<file path="src/rtl/mdm_irq_pkg.sv">
// Shared constants for the modem-status interrupt block: register
// addresses and the bit position of the CTS interrupt in every status word.
package mdm_irq_pkg;
    localparam int ADDR_W = 3;
    localparam int DATA_W = 8;
    localparam logic [ADDR_W-1:0] ADR_MASK   = 3'd0;
    localparam logic [ADDR_W-1:0] ADR_RAW    = 3'd1;
    localparam logic [ADDR_W-1:0] ADR_MASKED = 3'd2;
    localparam logic [ADDR_W-1:0] ADR_LEVEL  = 3'd3;
    localparam logic [ADDR_W-1:0] ADR_CLR    = 3'd4;
    localparam int CTS_BIT = 1;
endpackage

</file>
<file path="src/rtl/mdm_cts_sync.sv">
// Synchronises the asynchronous CTS line through STAGES flops and emits a
// one-cycle event for every change of the synchronised level.
// Assumes STAGES >= 2 and that the line idles low while reset is held.
module mdm_cts_sync #(
    parameter int STAGES = 2
) (
    input  logic clk,
    input  logic rst_n,
    input  logic cts_async,
    output logic cts_level,
    output logic cts_edge
);
    logic [STAGES-1:0] chain_q;
    logic              level_prev_q;

    // Shift the raw line through the synchroniser chain.
    always_ff @(posedge clk) begin
        if (!rst_n) chain_q <= '0;
        else        chain_q <= {chain_q[STAGES-2:0], cts_async};
    end

    // Remember the last synchronised level for edge detection.
    always_ff @(posedge clk) begin
        if (!rst_n) level_prev_q <= 1'b0;
        else        level_prev_q <= chain_q[STAGES-1];
    end

    assign cts_level = chain_q[STAGES-1];
    assign cts_edge  = chain_q[STAGES-1] ^ level_prev_q;


    edge_follows_change_chk: assert property (@(posedge clk) disable iff (!rst_n)
        $past(rst_n) && (cts_level != $past(cts_level)) |-> cts_edge);
endmodule

</file>
<file path="src/rtl/mdm_clr_latch.sv">
// Hidden clear latch. Bus writes load it, and hardware zeroes it while the
// status is 0. Its 0-to-1 transition yields a one-cycle clear pulse.
// Assumes a bus write wins over the hardware zeroing in the same cycle.
module mdm_clr_latch (
    input  logic clk,
    input  logic rst_n,
    input  logic wr_stb,
    input  logic wr_bit,
    input  logic status,
    output logic clr_pulse
);
    logic latch_q;
    logic latch_prev_q;

    // Load from the bus, or fall back to 0 once the status is clear.
    always_ff @(posedge clk) begin
        if (!rst_n)       latch_q <= 1'b0;
        else if (wr_stb)  latch_q <= wr_bit;
        else if (!status) latch_q <= 1'b0;
    end

    // Delay copy of the latch for transition detection.
    always_ff @(posedge clk) begin
        if (!rst_n) latch_prev_q <= 1'b0;
        else        latch_prev_q <= latch_q;
    end

    assign clr_pulse = latch_q & ~latch_prev_q;


    latch_rezero_chk: assert property (@(posedge clk) disable iff (!rst_n)
        (!status && !wr_stb) |=> !latch_q);

    steady_one_no_pulse_chk: assert property (@(posedge clk) disable iff (!rst_n)
        (latch_q && !(wr_stb && !wr_bit) && status) |=> !clr_pulse);
endmodule

</file>
<file path="src/rtl/mdm_irq_status.sv">
// Raw interrupt status bit. A set event wins over a clear event that
// arrives in the same cycle. Assumes both inputs are single-cycle pulses.
module mdm_irq_status (
    input  logic clk,
    input  logic rst_n,
    input  logic set_evt,
    input  logic clr_evt,
    output logic raw
);
    // Hold the status; set has priority over clear.
    always_ff @(posedge clk) begin
        if (!rst_n)       raw <= 1'b0;
        else if (set_evt) raw <= 1'b1;
        else if (clr_evt) raw <= 1'b0;
    end


    set_wins_chk: assert property (@(posedge clk) disable iff (!rst_n)
        set_evt |=> raw);

    hold_without_clear_chk: assert property (@(posedge clk) disable iff (!rst_n)
        (raw && !clr_evt) |=> raw);

    clear_takes_chk: assert property (@(posedge clk) disable iff (!rst_n)
        (!set_evt && clr_evt) |=> !raw);
endmodule

</file>
<file path="src/rtl/mdm_irq_clr.sv">
// Top of the modem-status interrupt block: register decode, mask, read mux,
// and the synchroniser, clear latch and status bit wired together.
// Assumes single-cycle write strobes and a combinational read path.
module mdm_irq_clr
    import mdm_irq_pkg::*;
#(
    parameter int SYNC_STAGES = 2
) (
    input  logic              clk,
    input  logic              rst_n,
    input  logic              bus_wr,
    input  logic [ADDR_W-1:0] bus_addr,
    input  logic [DATA_W-1:0] bus_wdata,
    output logic [DATA_W-1:0] bus_rdata,
    input  logic              cts_in,
    output logic              irq_out
);
    logic cts_level, cts_edge, clr_pulse, raw, mask_q, masked;
    logic wr_clr, wr_mask;

    assign wr_clr  = bus_wr && (bus_addr == ADR_CLR);
    assign wr_mask = bus_wr && (bus_addr == ADR_MASK);

    mdm_cts_sync #(.STAGES(SYNC_STAGES)) u_sync (
        .clk(clk), .rst_n(rst_n), .cts_async(cts_in),
        .cts_level(cts_level), .cts_edge(cts_edge));

    mdm_clr_latch u_latch (
        .clk(clk), .rst_n(rst_n), .wr_stb(wr_clr),
        .wr_bit(bus_wdata[CTS_BIT]), .status(raw), .clr_pulse(clr_pulse));

    mdm_irq_status u_stat (
        .clk(clk), .rst_n(rst_n), .set_evt(cts_edge),
        .clr_evt(clr_pulse), .raw(raw));

    // Mask register write.
    always_ff @(posedge clk) begin
        if (!rst_n)       mask_q <= 1'b0;
        else if (wr_mask) mask_q <= bus_wdata[CTS_BIT];
    end

    assign masked  = raw & mask_q;
    assign irq_out = masked;

    // Read multiplexer; the clear address is write-only.
    always_comb begin
        bus_rdata = '0;
        case (bus_addr)
            ADR_MASK:   bus_rdata[CTS_BIT] = mask_q;
            ADR_RAW:    bus_rdata[CTS_BIT] = raw;
            ADR_MASKED: bus_rdata[CTS_BIT] = masked;
            ADR_LEVEL:  bus_rdata[0]       = cts_level;
            default:    bus_rdata          = '0;
        endcase
    end


    irq_gated_chk: assert property (@(posedge clk) disable iff (!rst_n)
        !mask_q |-> !irq_out);

    irq_needs_raw_chk: assert property (@(posedge clk) disable iff (!rst_n)
        irq_out |-> raw);

    clr_reads_zero_chk: assert property (@(posedge clk) disable iff (!rst_n)
        (bus_addr == ADR_CLR) |-> (bus_rdata == '0));
endmodule

</file>
<file path="config.mk">
export PLATFORM = sky130hd
export DESIGN_NAME = mdm_irq_clr
export DESIGN_NICKNAME = d
export VERILOG_FILES = /design/src/rtl/mdm_irq_pkg.sv /design/src/rtl/mdm_cts_sync.sv /design/src/rtl/mdm_clr_latch.sv /design/src/rtl/mdm_irq_status.sv /design/src/rtl/mdm_irq_clr.sv
export SDC_FILE = /design/constraint.sdc
export NUM_CORES = 1
export LEC_CHECK = 0
export ABC_CLOCK_PERIOD_IN_PS = 1800
export BUFFER_PORTS_ARGS = -buffer_cell sky130_fd_sc_hd__buf_2
export CORE_MARGIN = 2
export CORE_UTILIZATION = 25
export DETAILED_ROUTE_END_ITERATION = 7
export GPL_TIMING_DRIVEN = 0
export MAX_ROUTING_LAYER = met4
export SKIP_CTS_REPAIR_TIMING = 1
export SYNTH_ARGS = -nofsm -noshare
export SYNTH_HDL_FRONTEND = slang
export SYNTH_SLANG_ARGS = --single-unit
</file>
<file path="constraint.sdc">
create_clock -name clk -period 1.8 [get_ports clk]
set_input_delay 0.18 -clock clk [delete_from_list [all_inputs] [get_ports clk]]
set_output_delay 0.18 -clock clk [all_outputs]
set_load 0.05 [all_outputs]
</file>
==> results of run 1 <==
==> critical path: cells and delay by family (launching register included) <==
kind	cells	cell delay, ns
DFF	1	0.37
buffers and inverters	1	0.27
AOI/OAI and AO/OA	2	0.23
==> kinds of logic after synthesis <==
logic type	count (synthesis)	synth area share, %
AOI/OAI and AO/OA	4	7.72
xor gates and xnor gates	1	2.70
buffers and inverters	7	15.1
DFF	7	43.2
muxes	2	6.18
other	1	1.16
and+or+nand+nor	14	23.9
==> routing by layer <==
metal  GRT usage [%]  vias to the layer above  share of wire, %
li1                -                      143                 -
met1            8.78                      108                48
met2            11.7                       16                40
met3            1.67                        0                12
met4            7.76                        0                 0
met5               -                        -                 0
==> power breakdown <==
part / internal (mW) / leakage, nW / switching (mW)
clock network: 0.0842 / 0.0150 / 0.0523
logic: 0.0215 / 0.146 / 0.0431
registers: 0.161 / 0.0572 / 0.00351
total: 0.266 / 0.218 / 0.0989
==> synthesized netlist by cell type (all sizes together) <==
| library cell | n |
|---|---|
| nor2 | 1 |
| xnor2 | 1 |
| a21boi | 1 |
| nand3b | 1 |
| nand2 | 4 |
| o211ai | 1 |
| nor3b | 1 |
| o21ai | 1 |
| dfxtp | 7 |
| inv | 1 |
| conb | 1 |
| buf | 6 |
| nand3 | 2 |
| and2 | 5 |
| mux2i | 2 |
| a21oi | 1 |
==> final cells by class <==
cell class,count,area (sq um)
fillers,129,719
flip-flops and latches,7,140
well taps,14,17.5
multi-input cells,27,154
clock buffers,4,26.3
inverters,1,3.75
repair buffers,10,50.0
plain buffers,6,45.0
==> per-stage QoR <==
stage	area [sq um]	cells	setup WS, ns	hold WS [ns]
after floorplan	343	41	0.126	0.302
after global placement	410	65	0.725	0.389
after detailed placement	410	65	0.723	0.392
after CTS	437	69	0.487	0.138
after global routing	437	69	0.358	0.138
final	437	69	0.502	0.143
==> state kept, by name, summed over array words and instances (netlist names) <==
signal                count
u_stat.raw                1
u_latch.latch_q           1
mask_q                    1
u_latch.latch_prev_q      1
u_sync.chain_q            2
u_sync.level_prev_q       1
==> worst max-delay path by stage <==
stage / end / slack [ns] / depth (start not counted)
finish: bus_rdata[1] / 0.50 / 3
global route: bus_rdata[1] / 0.36 / 3
CTS: bus_rdata[1] / 0.49 / 3
detailed placement: bus_rdata[1] / 0.72 / 5
global placement: bus_rdata[1] / 0.73 / 5
floorplan: bus_rdata[0] / 0.13 / 1
==> impl_metrics.tcl, run 1 <==
set metrics [dict create \
    r2r-start "u_latch.latch_q" \
    cp_slowest_cell "dfxtp_1" \
    drt-pass1-iter-count 4 \
    fin_setup_tns_ns 0 \
    drc_errors 0 \
    final_cell_mix "buf_2, dfxtp_1, buf_4, conb_1, and2_1" \
    avgSynthCellArea_sq_um 9.00 \
    netlist-cell-type-count 16 \
    netlist_area_sq_um 324 \
    io_pins 24 \
    power.density_nw_per_um2 836 \
    p_total_mw 0.365 \
    vdd_drop_max_v 0.000369 \
    synth_cells 36 \
    die-area_sq_um 1600 \
    ctsRootBufferMaster "clkbuf_4" \
    drive_above_1_share_pct 36.4 \
    min_period_over_period_pct 72.1 \
    grt_pass1_vias 214 \
    clock_sinks 7 \
    hold_depth 2 \
    cp_max_fo 4 \
    synth_top_cell_area_share_pct 43.2 \
    yosysWarnings 0 \
    wl_per_cell_um 7.88 \
    htree_levels 1 \
    rsz0062_at_grt "false" \
    outcome "finished, final reports clean" \
    seq_area_frac_synth_pct 43.2 \
    critical_path_class "flop to output port" \
    ant_nets 0 \
    die_x_um 40.0 \
    startpoint_type "flop" \
    cp_data_required_time_ns 1.62 \
    finClkSkew_ns 0.000700 \
    synth_area_leader_cell "dfxtp_1" \
    place.port_buffers 10 \
    hold_start "cts_in" \
    endpoint_kind "output port" \
    cp_slowest_stage_delay_ns 0.37 \
    min_to "u_sync.chain_q[0]" \
    drt_wl_total_um 544 \
    hold_class "input pin to flop" \
    clock.fmax_mhz 770 \
    path_clk_slew_ns 0.05 \
    hold_viol_final 0 \
    drt-vias-per-instance 3.87 \
    synth-seq-cells 7 \
    power_leakage_nw 0.218 \
    cts_buffers 3 \
    antenna_found_initial 0 \
    groute.usage.overall_pct 7.98 \
    worst_ep_arrival_time_ns 1.12 \
    r2r-end "u_stat.raw" \
    rr_worst_depth 3 \
    grt_pass1_wl_um 800 \
    drt_iter0_markers 5 \
    gpl.final_weighted_congestion 0.649 \
    report.final.setup_viol 0 \
    die_h_um 40.0 \
    diodes 0 \
    drv_cap 0 \
    synth_area_leaders "dfxtp_1, buf_4, and2_1, mux2i_1, nand2_1" \
    cts_tree "built" \
    hpwl_um 434 \
    crit_chain "o211ai_1 > a21oi_1 > buf_2" \
    fp-row-count 12 \
    grt_max_degree 9 \
    cts_buffer_depth 2 \
    syn_to_final_growth_pct 34.7 \
    clock_latency_ns 0.24 \
    grt_overflow 0 \
    start_util_pct 28.0 \
    r2r_setup_slack_ns 1.06 \
    final_util_pct 37.8 \
    finalCriticalPeriod_ns 1.30 \
    vias 267 \
    fin_nets 71 \
    drv_slew 0 \
    layout_commonest_cell "buf_2" \
    core_area_sq_um 1160 \
    startpoint "u_stat.raw" \
]
(Power assumes the default switching activity.)
==> inputs of run 2 (changes only) <==
--- a/config.mk
+++ b/config.mk
@@ -5,7 +5,8 @@
 export SDC_FILE = /design/constraint.sdc
 export NUM_CORES = 1
 export LEC_CHECK = 0
-export ABC_CLOCK_PERIOD_IN_PS = 1800
+export ABC_AREA = 1
+export ABC_CLOCK_PERIOD_IN_PS = 1100
 export BUFFER_PORTS_ARGS = -buffer_cell sky130_fd_sc_hd__buf_2
 export CORE_MARGIN = 2
 export CORE_UTILIZATION = 25
==> constraint.sdc (replaced) <==
create_clock -name clk -period 1.1 [get_ports clk]
set_input_delay 0.11 -clock clk [delete_from_list [all_inputs] [get_ports clk]]
set_output_delay 0.11 -clock clk [all_outputs]
set_load 0.05 [all_outputs]
==> impl_metrics.tcl, run 2 <==
set metrics [dict create \
    synth_top_cell_area_share_pct 37.5 \
    r2r-end "u_latch.latch_q" \
    vdd_drop_max_v 0.000532 \
    drv_slew 0 \
    grt_overflow 0 \
    avgSynthCellArea_sq_um 7.06 \
    r2r_setup_slack_ns 0.26 \
    instances_no_fill 91 \
    htree_levels 1 \
    drt_iter0_markers 4 \
    cts_tree "built" \
    hold_viol_final 0 \
    grt_pass1_wl_mm 1.29 \
    hpwl_um 534 \
    worst_ep_arrival_time_ns 1.10 \
    power_leakage_nw 0.325 \
    synth_xor_xnor_area_share_pct 2.34 \
    syn_to_final_growth_pct 55.2 \
    place_inst 83 \
    vias 373 \
    report.final.setup_viol 2 \
    power.density_nw_per_um2 1110 \
    cp_slowest_stage_delay_ns 0.36 \
    yosysWarnings 0 \
    rsz0062_at_grt "true" \
    core_area_sq_um 1350 \
    final_cell_mix "inv_1, buf_4, nand2_1, buf_2, conb_1" \
    violations "negative setup slack" \
    largest_reg_flops 2 \
    synthAdderAreaFrac_pct 0 \
    drt_wl_total_um 770 \
    wl_per_cell_um 8.46 \
    fin_nets 92 \
    synth-seq-cells 7 \
    path_clk_slew_ns 0.05 \
    clock.fmax_mhz 823 \
    drv_cap 0 \
    start_util_pct 27.7 \
    clock_latency_ns 0.25 \
    synth_edf_count 0 \
    grt_pass1_vias 332 \
    dpl_cell_area_sq_um 480 \
    clock_sinks 7 \
    critical_path_class "flop to output port" \
    yosysMostFrequentCell "inv_1" \
    diodes 0 \
    crit_chain "nand2_4 > clkinvlp_4 > nand4_1 > nand3_4 > buf_8" \
    die-area_sq_um 1820 \
    drive_above_1_share_pct 43.4 \
    antenna_found_initial 0 \
    synthSimpleGateAreaFrac_pct 29.8 \
    endpoint_kind "output port" \
    rr_worst_depth 4 \
    timing.final.ws_setup_ns -0.114 \
    hold_start "cts_in" \
    place.port_buffers 10 \
    cts_buffer_depth 2 \
    cp_max_fo 3 \
    synthMuxAreaShare_pct 0 \
    fp-row-count 13 \
    finClkSkew_ns 0.00226 \
    synth_area_leaders "dfxtp_1, buf_4, inv_1, nand2_1, nand3_1" \
    finalCriticalPeriod_ns 1.21 \
    regMostFlops "u_sync.chain_q" \
    ant_nets 0 \
    drc_errors 0 \
    die_x_um 42.7 \
    synth_compound_gate_area_share_pct 5.35 \
    cp_data_required_time_ns 0.99 \
    place_ws_ns -0.0233 \
    synth_cells 53 \
    outcome "finished with violations" \
    r2r-start "u_stat.raw" \
    hold_class "input pin to flop" \
    ctsRootBufferMaster "clkbuf_4" \
    min_to "u_sync.chain_q[0]" \
    gpl.final_weighted_congestion 0.765 \
    die_h_um 42.7 \
    design_area_sq_um 581 \
    seq_area_frac_synth_pct 37.5 \
    io_pins 24 \
    netlist_area_sq_um 374 \
    startpoint_type "flop" \
    min_period_over_period_pct 110 \
    hold_depth 3 \
    async_flop_share_pct 0 \
    drt-vias-per-instance 4.10 \
    synth_area_leader_cell "dfxtp_1" \
    drt-pass1-iter-count 4 \
    grt_max_degree 8 \
    groute.usage.overall_pct 10.1 \
    synth_commonest_cells "inv_1, nand2_1, dfxtp_1" \
    synth_top_family_by_area "simple AND/OR/NAND/NOR gates" \
    netlist-cell-type-count 14 \
    cp_slowest_cell "dfxtp_4" \
    ys.flop_type "dfxtp_1" \
    cts_buffers 3 \
]
==> run 2: cell types whose count changed in the layout (fill, tap and decap cells not counted), moves of 3 or more <==
| cell | change |
|---|---|
| buf_4 | +4 |
| buf_2 | -3 |
| inv_1 | +9 |
| nor2_1 | +3 |
| and2_1 | -5 |
| dfxtp_1 | -3 |
| nand2_1 | +5 |
==> run 2: area by class of cell <==
type,instances,area [sq um]
Clock buffer,4,26.3
Tap cell,15,18.8
Multi-Input combinational cell,33,190
Inverter,12,48.8
Sequential cell,7,149
Timing Repair Buffer,14,103
Buffer,6,45.0
Fill cell,151,769
==> run 2: kinds of logic (layout without fill, tap and decap cells) <==
group | count (synthesis) | after routing
buffers and inverters | 18 | 36
other | 1 | 6
and+or+nand+nor | 23 | 23
xor gates and xnor gates | 1 | 1
DFF | 7 | 7
AOI/OAI and AO/OA | 3 | 3
==> run 2: where the power goes <==
part	internal (mW)	total [mW]	leakage [nW]	switching, mW
clock network	0.139	0.236	0.0150	0.0973
registers	0.262	0.270	0.0591	0.00828
logic	0.0482	0.137	0.251	0.0891
==> run 2: critical path, delay by kind of cell, from the launching register on <==
kind,cells,cell delay [ns]
and+or+nand+nor,3,0.28
DFF,1,0.36
buffers and inverters,2,0.20
==> run 2: through the flow <==
step	hold slack (ns)	power (mW)	utilization, %	TNS [ns]
final	0.0400	0.643	43.0	-0.145
after global routing	0.0416	0.688	43.0	-0.270
after CTS	0.0297	0.644	37.5	-0.481
after detailed placement	0.297	0.399	35.6	-0.0233
after global placement	0.290	0.397	35.6	-0.00772
after floorplan	0.203	0.369	-	-0.0393
==> run 2: routing by layer <==
metal  vias up  track usage (%)  wire length [um]
met5         -                -                 0
li1        196                -                 -
met1       159             11.4               360
met2        16             14.2               324
met3         2             1.28                76
met4         0             11.3                 8
==> run 2: worst max-delay path by stage <==
stage | from | endpoint | slack (ns) | cells after the start
final | u_stat.raw | bus_rdata[1] | -0.11 | 5
after global routing | u_stat.raw | bus_rdata[1] | -0.16 | 5
after CTS | u_stat.raw | bus_rdata[1] | -0.31 | 5
after detailed placement | u_stat.raw | bus_rdata[1] | -0.02 | 5
after global placement | u_stat.raw | bus_rdata[1] | -0.008 | 5
after floorplan | u_stat.raw | bus_rdata[1] | -0.04 | 4
